`src/rtl/axi_chk_pkg.sv`:
```
package axi_chk_pkg;

    typedef enum logic [1:0] {
        BT_FIXED = 2'b00,
        BT_INCR  = 2'b01,
        BT_WRAP  = 2'b10,
        BT_RSVD  = 2'b11
    } burst_e;

    // Bit positions of the rule vector shared by the evaluator and the latch
    localparam int unsigned RULE_PAGE   = 0;
    localparam int unsigned RULE_RSVD   = 1;
    localparam int unsigned RULE_WALIGN = 2;
    localparam int unsigned RULE_WLEN   = 3;
    localparam int unsigned RULE_FLEN   = 4;
    localparam int unsigned RULE_SIZE   = 5;
    localparam int unsigned RULE_CACHE  = 6;
    localparam int unsigned RULE_LOCK   = 7;
    localparam int unsigned N_RULES     = 8;

    localparam int unsigned PAGE_BITS     = 12;
    localparam int unsigned LEN_W         = 8;
    localparam int unsigned SIZE_W        = 3;
    localparam int unsigned SHORT_LEN_MAX = 15;

endpackage

```
`src/rtl/axi_rule_eval.sv`:
```
module axi_rule_eval
    import axi_chk_pkg::*;
#(
    parameter int unsigned ADDR_W = 32,
    parameter int unsigned DATA_W = 64
) (
    input  logic                vld,
    input  logic [ADDR_W-1:0]   addr,
    input  logic [LEN_W-1:0]    len,
    input  logic [SIZE_W-1:0]   size,
    input  logic [1:0]          burst,
    input  logic [3:0]          cache,
    input  logic                lock,
    output logic [N_RULES-1:0]  hit
);
    localparam int unsigned BUS_BYTES = DATA_W / 8;
    localparam int unsigned MAX_SIZE  = $clog2(BUS_BYTES);
    localparam int unsigned EXT_W     = ADDR_W + 1;
    localparam int unsigned SPAN_W    = 16;
    localparam int unsigned ALGN_W    = 7;

    burst_e              btype;
    logic [SPAN_W-1:0]   span_bytes;
    logic [EXT_W-1:0]    last_ext;
    logic [ALGN_W-1:0]   algn_mask;
    logic                page_diff;
    logic                wlen_ok;

    always_comb begin
        btype      = burst_e'(burst);
        span_bytes = ({{(SPAN_W-LEN_W){1'b0}}, len} + SPAN_W'(1)) << size;
        last_ext   = {1'b0, addr} + EXT_W'(span_bytes) - EXT_W'(1);
        page_diff  = last_ext[EXT_W-1:PAGE_BITS] != {1'b0, addr[ADDR_W-1:PAGE_BITS]};
        algn_mask  = ALGN_W'((8'd1 << size) - 8'd1);
        case (len)
            8'd1, 8'd3, 8'd7, 8'd15: wlen_ok = 1'b1;
            default:                 wlen_ok = 1'b0;
        endcase

        hit              = '0;
        hit[RULE_PAGE]   = (btype == BT_INCR) && page_diff;
        hit[RULE_RSVD]   = (btype == BT_RSVD);
        hit[RULE_WALIGN] = (btype == BT_WRAP) && ((addr[ALGN_W-1:0] & algn_mask) != '0);
        hit[RULE_WLEN]   = (btype == BT_WRAP) && !wlen_ok;
        hit[RULE_FLEN]   = (btype == BT_FIXED) && (int'(len) > SHORT_LEN_MAX);
        hit[RULE_SIZE]   = int'(size) > MAX_SIZE;
        hit[RULE_CACHE]  = !cache[1] && ((cache & 4'b1100) != 4'b0000);
        hit[RULE_LOCK]   = lock && (int'(len) > SHORT_LEN_MAX);
        if (!vld) begin
            hit = '0;
        end
    end

endmodule

```
`config.mk`:
```
export PLATFORM = sky130hd
export DESIGN_NAME = axi_rule_eval
export DESIGN_NICKNAME = d
export VERILOG_FILES = /design/src/rtl/axi_chk_pkg.sv /design/src/rtl/axi_rule_eval.sv
export SDC_FILE = /design/constraint.sdc
export NUM_CORES = 1
export LEC_CHECK = 0
export ABC_AREA = 1
export BUFFER_PORTS_ARGS = -buffer_cell sky130_fd_sc_hd__buf_2
export CAP_MARGIN = 20
export CORE_MARGIN = 2
export CORE_UTILIZATION = 50
export DETAILED_ROUTE_END_ITERATION = 6
export GPL_TIMING_DRIVEN = 1
export PLACE_DENSITY_LB_ADDON = 0.08
export SETUP_SLACK_MARGIN = 0.2
export SLEW_MARGIN = 20
export SYNTH_ARGS = -nofsm -noshare
export SYNTH_HDL_FRONTEND = slang
export SYNTH_SLANG_ARGS = --single-unit
```
`constraint.sdc`:
```
create_clock -name vclk -period 6.43
set_input_delay 1.286 -clock vclk [all_inputs]
set_output_delay 1.286 -clock vclk [all_outputs]
set_load 0.01 [all_outputs]
```
==> run summary <==
outcome = finished clean
vias in the first global route = 3429
Final setup viols = 0
Post-Syn Area = 3330 sq um
total power = 505 uW
Vias/cell = 5.29
final slew viol count = 0
critical path launch point type = input pin
num sequential = 0
Post-Route Setup TNS = 0 ps
Core Box Area = 6390 sq um
leakage = 0.00230 uW
kind of critical path = input pin to output pin
Peak supply drop = 0.0725 mV
clkbuf count = 0
first-pass GRT wire length = 15.1 mm
layout cells sized above 1 = 24.4%
Syn Inst Count = 634
Die Y = 85.6 microns
Reg area = 0 sq um
DP HPWL = 7.96 mm
Design Area, Final = 4180 sq um
post-place instance area = 3700 sq um
Arr. time, crit path = 4810 ps
max cap viols = 0
post-synth net total = 733
crit path max fanout = 3
Avg Cell Area, Syn = 5.26 sq um
All-Layer GR Usage = 24.4%
Final nets = 799
FMAX = 164 MHz
Pwr Density = 121 nW/um^2
commonest non-fill, non-tap cell in the layout = nand2_1
DRC = 0
HP Class = input pin to output pin
most frequent cells in the layout = nand2_1, inv_1, nor2_1, buf_2, ha_1
Vias = 4103
RSZ-0062 raised after global routing = true
Initial DRC Count = 254
Slew @ Worst Pin = 508 ps
Yosys warnings = 0
Antenna Violating Nets Remaining = 0
largest net degree at the start of global routing = 18
I/O pins = 59
fin util = 65.5%
area delta synth->final = 25.5%
Post-Route WL = 9.86 mm
I/O Buffers = 58
grt total ovfl = 0
initial core utilization = 52.2%
Die ar. = 7340 sq um
FP Rows = 29
WP data required = 5140 ps
n_diodes = 0
drt first pass iters = 5
Tcrit/Tclk final = 94.8%
post-synthesis sequential area ratio = 0%
Worst Setup End Kind = output pin
Die Wd = 85.6 microns
final hold violation count = 0
placer congestion estimate = 0.960
Netlist cell types = 41
initial antenna violation count = 0
max_slew headroom = 65.8%
Routed WL per cell = 12.7 microns
post-layout min period = 6100 ps
# fillers = 634
==> metrics by stage <==
stage | worst slack, ps | hold slack [ps] | std cells
2_1_floorplan | 953 | 2620 | 634
3_3_place_gp | 179 | 2810 | 765
3_5_place_dp | 176 | 2810 | 765
4_1_cts | 222 | 2810 | 765
5_1_grt | 30.4 | 2830 | 775
6_report | 332 | 2810 | 775
==> worst max-delay path: stages <==
cell and delay [ps]:
buf_6 90, inv_4 30, nor3_4 200, nand3_2 100
nand3b_1 210, xor2_2 250, o21ai_2 100, mux2i_2 220
nand2_1 70, o21ai_1 100, ha_1 250, inv_1 100
ha_4 220, a21oi_2 190, o21ai_2 100, a21oi_2 150
nand2_2 120, a21oi_4 190, inv_1 50, nand2_1 50
nand2_1 50, nor2_1 120, nand2_1 110, nor2_2 110
nand3_1 90, nand2_1 70, nor2_1 30, buf_2 130
==> path summary, 6_finish.rpt <==
kind,from,to,cells after the start
setup / recovery,len[1],hit[0],28
hold / removal,cache[1],hit[6],3
==> routing by layer <==
| layer | GRT usage [%] | part of all wire (%) | vias up |
|---|---|---|---|
| met5 | 0 | 0 | - |
| met2 | 38.1 | 42 | 175 |
| met1 | 39.0 | 48 | 1787 |
| met3 | 1.25 | 8.7 | 14 |
| met4 | 0 | 0.66 | 0 |
| li1 | - | - | 2127 |
==> power by group <==
part	internal [uW]	switching [uW]	total, uW
logic	195	310	505
clock network	0	0	0
registers	0	0	0
total	195	310	505
==> repair_timing <==
action / in CTS / in global routing
resized for setup: 2 / 103
endpoints found under the setup margin: 1 / 1
pin swaps: 0 / 31
buffers inserted: 0 / 10
hold buffers: 0 / 0
==> cell families after synthesis <==
| group | share of synthesized area, % |
|---|---|
| AND/OR/NAND/NOR | 41.0 |
| AO/OA/AOI/OAI | 15.8 |
| multiplexers | 1.20 |
| adder cells (fa/ha/maj) | 18.0 |
| XOR/XNOR | 7.88 |
| buffers and inverters | 16.1 |
==> Yosys cell counts (2+ instances only) <==
cell	instances	area [sq um]
a21o_1	4	30.0
a21oi_1	42	210
clkbuf_1	2	7.51
ha_1	48	601
inv_1	133	499
inv_2	3	11.3
mux2i_1	4	40.0
nand2_1	173	649
nand2_2	12	75.1
nand3_1	29	145
nand3_2	2	20.0
nand3b_1	6	45.0
nand4_1	3	18.8
nor2_1	72	270
nor2_2	3	18.8
nor3_1	7	35.0
nor3_2	3	30.0
nor4_1	3	18.8
o211a_1	2	20.0
o21ai_0	28	140
o21ai_1	5	25.0
o21bai_1	2	15.0
o22ai_1	2	12.5
xnor2_1	10	87.6
xor2_1	20	175
==> area by class of cell <==
cell class	count	area, sq um	area share, %
Inverter	137	526	12.6
Multi-Input combinational cell	493	3170	75.8
Tap cell	77	96.3	2.30
Timing Repair Buffer	68	389	9.31
Power figures use the tool's default switching activity.
